<file path="src/rtl/adc_seq_pkg.sv">
package adc_seq_pkg;
    localparam int SEL_W   = 3;
    localparam int NUM_SRC = 1 << SEL_W;
    localparam int CNT_W   = 7;

    typedef logic [SEL_W-1:0] sel_t;
    typedef logic [CNT_W-1:0] cnt_t;

    localparam sel_t SEL_FREE = '0;

    typedef struct packed {
        logic manual;
        logic auto_edge;
    } start_req_t;

    // terminal count (factor - 1) for a prescaler code
    function automatic cnt_t div_limit(input sel_t code);
        int unsigned d;
        d = (code == SEL_FREE) ? 32'd2 : (32'd1 << code);
        return cnt_t'(d - 32'd1);
    endfunction
endpackage

</file>
<file path="src/rtl/adc_prescaler.sv">
module adc_prescaler
    import adc_seq_pkg::*;
(
    input  logic clk,
    input  logic rst,
    input  logic enable,
    input  sel_t psc_sel,
    output logic tick
);
    cnt_t cnt;
    cnt_t lim;

    assign lim = div_limit(psc_sel);

    always_ff @(posedge clk) begin
        if (rst || !enable) begin
            cnt  <= '0;
            tick <= 1'b0;
        end else if (cnt >= lim) begin
            cnt  <= '0;
            tick <= 1'b1;
        end else begin
            cnt  <= cnt + 1'b1;
            tick <= 1'b0;
        end
    end

    a_r1_single_tick: assert property (@(posedge clk) disable iff (rst)
        tick |=> !tick);
    a_r2_cleared_when_off: assert property (@(posedge clk) disable iff (rst)
        !enable |=> (!tick && cnt == '0));
endmodule

</file>
<file path="src/rtl/adc_trig_detect.sv">
module adc_trig_detect
    import adc_seq_pkg::*;
(
    input  logic               clk,
    input  logic               rst,
    input  sel_t               sel,
    input  logic [NUM_SRC-1:0] flags,
    output logic               edge_det
);
    logic mux;
    logic prev;
    sel_t sel_q;
    logic newly_free;

    assign mux        = flags[sel];
    assign newly_free = (sel == SEL_FREE) && (sel_q != SEL_FREE);
    assign edge_det   = mux && !prev && !newly_free;

    always_ff @(posedge clk) begin
        if (rst) begin
            prev  <= 1'b0;
            sel_q <= SEL_FREE;
        end else begin
            prev  <= mux;
            sel_q <= sel;
        end
    end

    a_r7_free_select_quiet: assert property (@(posedge clk) disable iff (rst)
        (!$past(rst) && sel == SEL_FREE && $past(sel) != SEL_FREE) |-> !edge_det);
    a_r10_level_no_edge: assert property (@(posedge clk) disable iff (rst)
        (!$past(rst) && $stable(sel) && $past(mux)) |-> !edge_det);
endmodule

</file>
<file path="src/rtl/adc_start_ctrl.sv">
module adc_start_ctrl
    import adc_seq_pkg::*;
(
    input  logic clk,
    input  logic rst,
    input  logic conv_en,
    input  logic auto_en,
    input  logic man_start,
    input  logic edge_det,
    input  logic conv_done,
    output logic start_pulse,
    output logic busy
);
    start_req_t req;
    logic       go;

    assign req.manual    = man_start;
    assign req.auto_edge = auto_en && edge_det;
    assign go            = conv_en && !busy && (req.manual || req.auto_edge);

    always_ff @(posedge clk) begin
        if (rst) begin
            start_pulse <= 1'b0;
            busy        <= 1'b0;
        end else begin
            start_pulse <= go;
            if (!conv_en)       busy <= 1'b0;
            else if (go)        busy <= 1'b1;
            else if (conv_done) busy <= 1'b0;
        end
    end

    a_r3_busy_on_start: assert property (@(posedge clk) disable iff (rst)
        start_pulse |-> busy);
    a_r3_one_cycle: assert property (@(posedge clk) disable iff (rst)
        start_pulse |=> !start_pulse);
    a_r8_disabled: assert property (@(posedge clk) disable iff (rst)
        !conv_en |=> (!start_pulse && !busy));
    a_r9_busy_holds: assert property (@(posedge clk) disable iff (rst)
        (busy && conv_en && !conv_done) |=> (busy && !start_pulse));
    a_r5_no_auto: assert property (@(posedge clk) disable iff (rst)
        (!auto_en && !man_start) |=> !start_pulse);
endmodule

</file>
<file path="src/rtl/adc_trig_seq.sv">
module adc_trig_seq
    import adc_seq_pkg::*;
(
    input  logic               clk,
    input  logic               rst,
    input  logic               conv_en,
    input  logic               auto_en,
    input  logic [SEL_W-1:0]   trig_sel,
    input  logic [NUM_SRC-1:0] trig_flags,
    input  logic [SEL_W-1:0]   psc_sel,
    input  logic               man_start,
    input  logic               conv_done,
    output logic               start_pulse,
    output logic               busy,
    output logic               adc_clk_en
);
    logic edge_det;

    adc_prescaler u_psc (
        .clk     (clk),
        .rst     (rst),
        .enable  (conv_en),
        .psc_sel (psc_sel),
        .tick    (adc_clk_en)
    );

    adc_trig_detect u_det (
        .clk      (clk),
        .rst      (rst),
        .sel      (trig_sel),
        .flags    (trig_flags),
        .edge_det (edge_det)
    );

    adc_start_ctrl u_ctl (
        .clk         (clk),
        .rst         (rst),
        .conv_en     (conv_en),
        .auto_en     (auto_en),
        .man_start   (man_start),
        .edge_det    (edge_det),
        .conv_done   (conv_done),
        .start_pulse (start_pulse),
        .busy        (busy)
    );
endmodule

</file>
<file path="config.mk">
export PLATFORM = sky130hd
export DESIGN_NAME = adc_trig_seq
export DESIGN_NICKNAME = d
export VERILOG_FILES = /design/src/rtl/adc_seq_pkg.sv /design/src/rtl/adc_prescaler.sv /design/src/rtl/adc_trig_detect.sv /design/src/rtl/adc_start_ctrl.sv /design/src/rtl/adc_trig_seq.sv
export SDC_FILE = /design/constraint.sdc
export NUM_CORES = 1
export LEC_CHECK = 0
export BUFFER_PORTS_ARGS = -buffer_cell sky130_fd_sc_hd__clkbuf_2
export CORE_UTILIZATION = 40
export CTS_CLUSTER_SIZE = 10
export DETAILED_ROUTE_END_ITERATION = 10
export PLACE_DENSITY = 0.68
export SETUP_SLACK_MARGIN = 0.05
export SLEW_MARGIN = 25
export SYNTH_ARGS = -nofsm -noshare
export SYNTH_HDL_FRONTEND = slang
export SYNTH_HIERARCHICAL = 1
export SYNTH_SLANG_ARGS = --single-unit
</file>
<file path="constraint.sdc">
create_clock -name clk -period 1.5 [get_ports clk]
set_clock_uncertainty 0.15 [all_clocks]
set_input_delay 0.15 -clock clk [delete_from_list [all_inputs] [get_ports clk]]
set_output_delay 0.15 -clock clk [all_outputs]
set_load 0.02 [all_outputs]
</file>
# Word level (Yosys, flattened, before mapping)
# Cells that the tools add are included.
# W data, S select, Z words.
# op_classes
n_addsub	2
order_cmp	2
shift	1
n_mux	6
bitwise	1
reduce_logical	18
# ops
op	n
$add A7 B1 Y7 const B	1
$ge A7 B7 Y1	1
$mux W7	1
$shl A1 B3 Y7 const A	1
$sub A7 B1 Y7 const B	1
$logic_and A1 B1 Y1	6
$logic_not A3 Y1	2
$logic_not A1 Y1	4
$lt A3 B4 Y1 const B	1
$mux W1	4
$reduce_or A2 Y1	2
$bmux W1 S3	1
$reduce_bool A3 Y1	1
$logic_or A1 B1 Y1	2
$reduce_bool A2 Y1	1
$not A1 Y1	1
# totals
ff_bits	14
input_bits	20
output_inout_bits	3
elab_cells	36

# Depth between registers and ports, before layout
# depth
depth_word	8
mapped_depth	5

# Hierarchy
# Netlist, hierarchy kept.
# by_module_without_submodules
mod	instances	cells_per_inst	area_per_inst_um2	seq_area_each_um2
adc_prescaler	1	51	470.5	160.2
adc_trig_detect	1	21	220.2	80.1
adc_start_ctrl	1	7	71.3	40.0

# Least setup slack after synthesis
# Ideal clock, no wire load.
# synth_timing
path_type	reg2reg
from	register u_psc.cnt[1]
to	register u_psc.tick
setup_time_ps	59
t_arrival_ps	1289
required_ps	1291
setup_slack_ps	2
path_stages_with_launch	5
n_path_buf	0
period_less_slack_ps	1498
path_cell_list	dfxtp_1 > ha_1 > a211oi_2 > nor4_4 > o211a_1
# synth_between
elab_chain_len	2
# synth_lines
item	line	source
from (decl)	adc_prescaler.sv:10	cnt_t cnt;
from (signal assigned)	adc_prescaler.sv:23	cnt <= cnt + 1'b1;
$ge A7 B7 Y1	adc_prescaler.sv:19	end else if (cnt >= lim) begin
$mux W1	adc_prescaler.sv:19	
to (signal assigned)	adc_prescaler.sv:18	tick <= 1'b0;
to (signal assigned)	adc_prescaler.sv:21	tick <= 1'b1;
to (signal assigned)	adc_prescaler.sv:24	tick <= 1'b0;
to (decl)	adc_prescaler.sv:8	output logic tick
# No other way between the ends.
# A chain may end at the register's enable or synchronous reset.

# Final worst setup path
# layout_timing
from	register u_psc.cnt[4]
to	register u_psc.cnt[6]
# layout_between
elab_chain_len	2
elab_cells_between_ends	3
# layout_lines
item	line
$ge A7 B7 Y1	adc_prescaler.sv:19
$reduce_or A2 Y1 (no line)	--
# Parallel ways exist; a longest one is shown, timed or not.

==> run summary <==
outcome = finished, violations left
violated checks = setup timing
Post-layout nets = 147
grt total ovfl = 0
H-tree levels = 1
die area = 2080 sq um
critical path startpoint = u_psc/cnt[4]$_SDFF_PP0_
Async S/R FF share, synth = 0%
drt wl/cell = 13.8 um
initial drt markers = 13
Main synth FF type = dfxtp_1
Die Wd = 45.6 um
Synth Area in XOR/XNOR = 3.45%
Synth Area in Compound Gates = 18.1%
vias per inst = 5.36
mapped cell area = 762 sq um
main combinational cell family by area after synthesis = simple AND/OR/NAND/NOR gates
Placer Congestion = 0.709
fmax = 649 MHz
CP top delay family = compound AO/OA/AOI/OAI gates
CTS tree = done
unrepaired setup endpoints after global routing = yes
most frequent cell after synthesis = dfxtp_1
capture point of the worst path = u_psc/cnt[6]$_SDFF_PP0_
vias in the first global route = 729
detailed placement HPWL = 1360 um
share of the synthesized area in the top cell type = 36.8%
CP Data Arrival Time = 1590 ps
worst-margin pin slew = 397 ps
worst path required time = 1550 ps
crit path cell chain = ha_4, a21oi_2, o2111ai_4, a211oi_2
number of fill cells = 147
Layout area overhead = 58.3%
syn_nets = 106
initial antenna violation count = 0
EDFF count, synth = 0
WS Path Type = flip-flop to flip-flop
Design Area, Final = 1210 sq um
minimum clock period = 1540 ps
CP max-delay cell = dfxtp_2
syn avg cell area = 9.65 sq um
Clock Sinks = 14
placed cell area = 980 sq um
cell taking the most area after synthesis = dfxtp_1
Crit. End Element = flip-flop
VDD IR max = 0.000480 V
final wirelength = 1980 um
Worst R2R Start = u_psc/cnt[4]$_SDFF_PP0_
Worst path depth = 4
layout cell share with drive strength beyond 1 = 57.1%
clock buffer count from CTS = 3
Final Cycle Share = 103%
Synthesis Warnings = 6
# DRC = 0
Slew headroom = 73.5%
worst hold slack = 20.5 ps
# port buffers = 22
via count = 772
antenna-violating nets left = 0
CORE AREA = 1760 sq um
Max clock buf depth = 2
Worst Setup Start Kind = flip-flop
num rows = 15
leak pwr = 0.498 nW
reg2reg path depth = 4
Antenna diodes = 0
crit path max fanout = 7
DP Worst Slack = -184 ps
Critical R2R Capture = u_psc/cnt[6]$_SDFF_PP0_
Worst Hold Launch = trig_sel[2]
largest net degree at the start of global routing = 9
clock root buffer = clkbuf_4
simple-gate share of the synthesized area = 24.3%
Worst R2R Setup Slack = -40 ps
Final WS setup = -40.7 ps
Post-Route Utilization = 68.4%
First-pass DRT Iterations = 6
clock slew at reported path FFs = 80 ps
Max-Cap Viols = 0
Synth area leaders = dfxtp_1 (37%), ha_1 (11%), nor3_1 (3.9%), a211oi_1 (3.9%), nor2b_1 (3.3%)
register bit total from synthesis = 14
post-synth cell types = 27
multiplexer share of the synthesized area = 4.43%
Commonest cells post-synth = dfxtp_1 (14), ha_1 (7), nand2_1 (6), nor3_1 (6)
max incr delay on CP = 340 ps
Buf/Inv on CP = 0
Clk Latency, worst-skew pair = 280 ps
Synth Area in Adders = 11.5%
die span in y = 45.6 um
pins over their slew limit = 0
Cells after Synth = 79
total track usage = 22.1%
Final Hold Viols = 0
sequential element share of the synthesized area = 36.8%
ratio of total power to cell area = 677 nW/um^2
Top Ports = 23
final setup violating endpoints = 7
first-pass GRT wire length = 3150 um
Hold Path Class = input pin to flip-flop
Initial Util = 43.2%
-- metrics by stage --
stage | setup TNS [ps] | total power [W] | cells
after floorplan | 0 | 0.000465 | 79
after global placement | -973 | 0.000518 | 135
after detailed placement | -1370 | 0.000524 | 135
after CTS | -174 | 0.000812 | 144
after global routing | -734 | 0.000861 | 144
final | -219 | 0.000817 | 144
-- cell type report --
type	instances	area [sq um]	area share [%]
clock buffers	4	36.3	3.01
inverters	3	11.3	0.934
flip-flops and latches	14	287	23.8
repair buffers	36	226	18.8
well taps	25	31.3	2.59
multi-input cells	62	614	50.9
-- metal layers --
layer,up-vias,wire (um),GRT usage (%)
met1,369,795,24.7
met5,-,0,0
li1,375,-,-
met3,8,70,5.95
met4,0,31,7.27
met2,20,1090,39.7
-- repair_timing --
| action | in CTS | in global routing |
|---|---|---|
| buffers inserted | 2 | 0 |
| hold buffers | 3 | 0 |
| gates resized for setup | 18 | 8 |
| pin swaps | 10 | 10 |
| endpoints found under the hold margin | 6 | 0 |
| setup endpoints to repair | 8 | 10 |
-- cells by family (layout without fill, tap and decap cells) --
family / count (synthesis) / count (layout)
xor+xnor: 3 / 3
buf+inv: 3 / 43
mux: 3 / 3
compound gates: 18 / 18
simple gates: 31 / 31
fa+ha+maj: 7 / 7
flops: 14 / 14
-- worst register-to-register path, cell delays in order, from the launching register on --
cell,delay (ps)
dfxtp_2,340
ha_4,250
a21oi_2,220
o2111ai_4,240
a211oi_2,260
-- where the power goes --
| group | internal (W) | switching [W] | leakage [nW] | total [W] |
|---|---|---|---|---|
| registers | 0.000385 | 0.00000891 | 0.117 | 0.000393 |
| clock network | 0.000148 | 0.000114 | 0.0210 | 0.000262 |
| logic | 0.0000809 | 0.0000812 | 0.360 | 0.000162 |
-- how the worst min path moves through the flow --
stage | endpoint | slack, ps | cells after the start
final | u_det/sel_q[2]$_SDFF_PP0_ | 20 | 2
after global routing | u_det/sel_q[2]$_SDFF_PP0_ | 20 | 2
after CTS | u_det/sel_q[2]$_SDFF_PP0_ | 10 | 2
after detailed placement | u_ctl/busy$_SDFFE_PP0P_ | 190 | 2
after global placement | u_ctl/busy$_SDFFE_PP0P_ | 190 | 2
after floorplan | u_det/sel_q[0]$_SDFF_PP0_ | 70 | 1
-- sequential cells by signal, summed over array words and instances (netlist names) --
register	flops
u_ctl/busy	1
u_psc/cnt	7
u_psc/tick	1
u_det/prev	1
u_ctl/start_pulse	1
u_det/sel_q	3
-- cells in the final DEF (no fill, tap or decap), types with 2 or more instances in the layout --
| master | instances |
|---|---|
| clkbuf_2 | 22 |
| buf_4 | 10 |
| dfxtp_1 | 9 |
| dfxtp_2 | 5 |
| a211oi_2 | 4 |
| nor3_2 | 4 |
| nor2b_1 | 4 |
| nand2_1 | 4 |
| nand3_1 | 4 |
| o21ai_0 | 4 |
| ha_4 | 4 |
| clkbuf_4 | 3 |
| dlygate4sd3_1 | 3 |
| inv_1 | 3 |
| ha_1 | 3 |
| nand2b_1 | 2 |
| a21oi_1 | 2 |
| mux2_2 | 2 |
| nor2_1 | 2 |
| a21oi_2 | 2 |
| xor2_1 | 2 |
| or3_1 | 2 |
(Power assumes the default switching activity.)
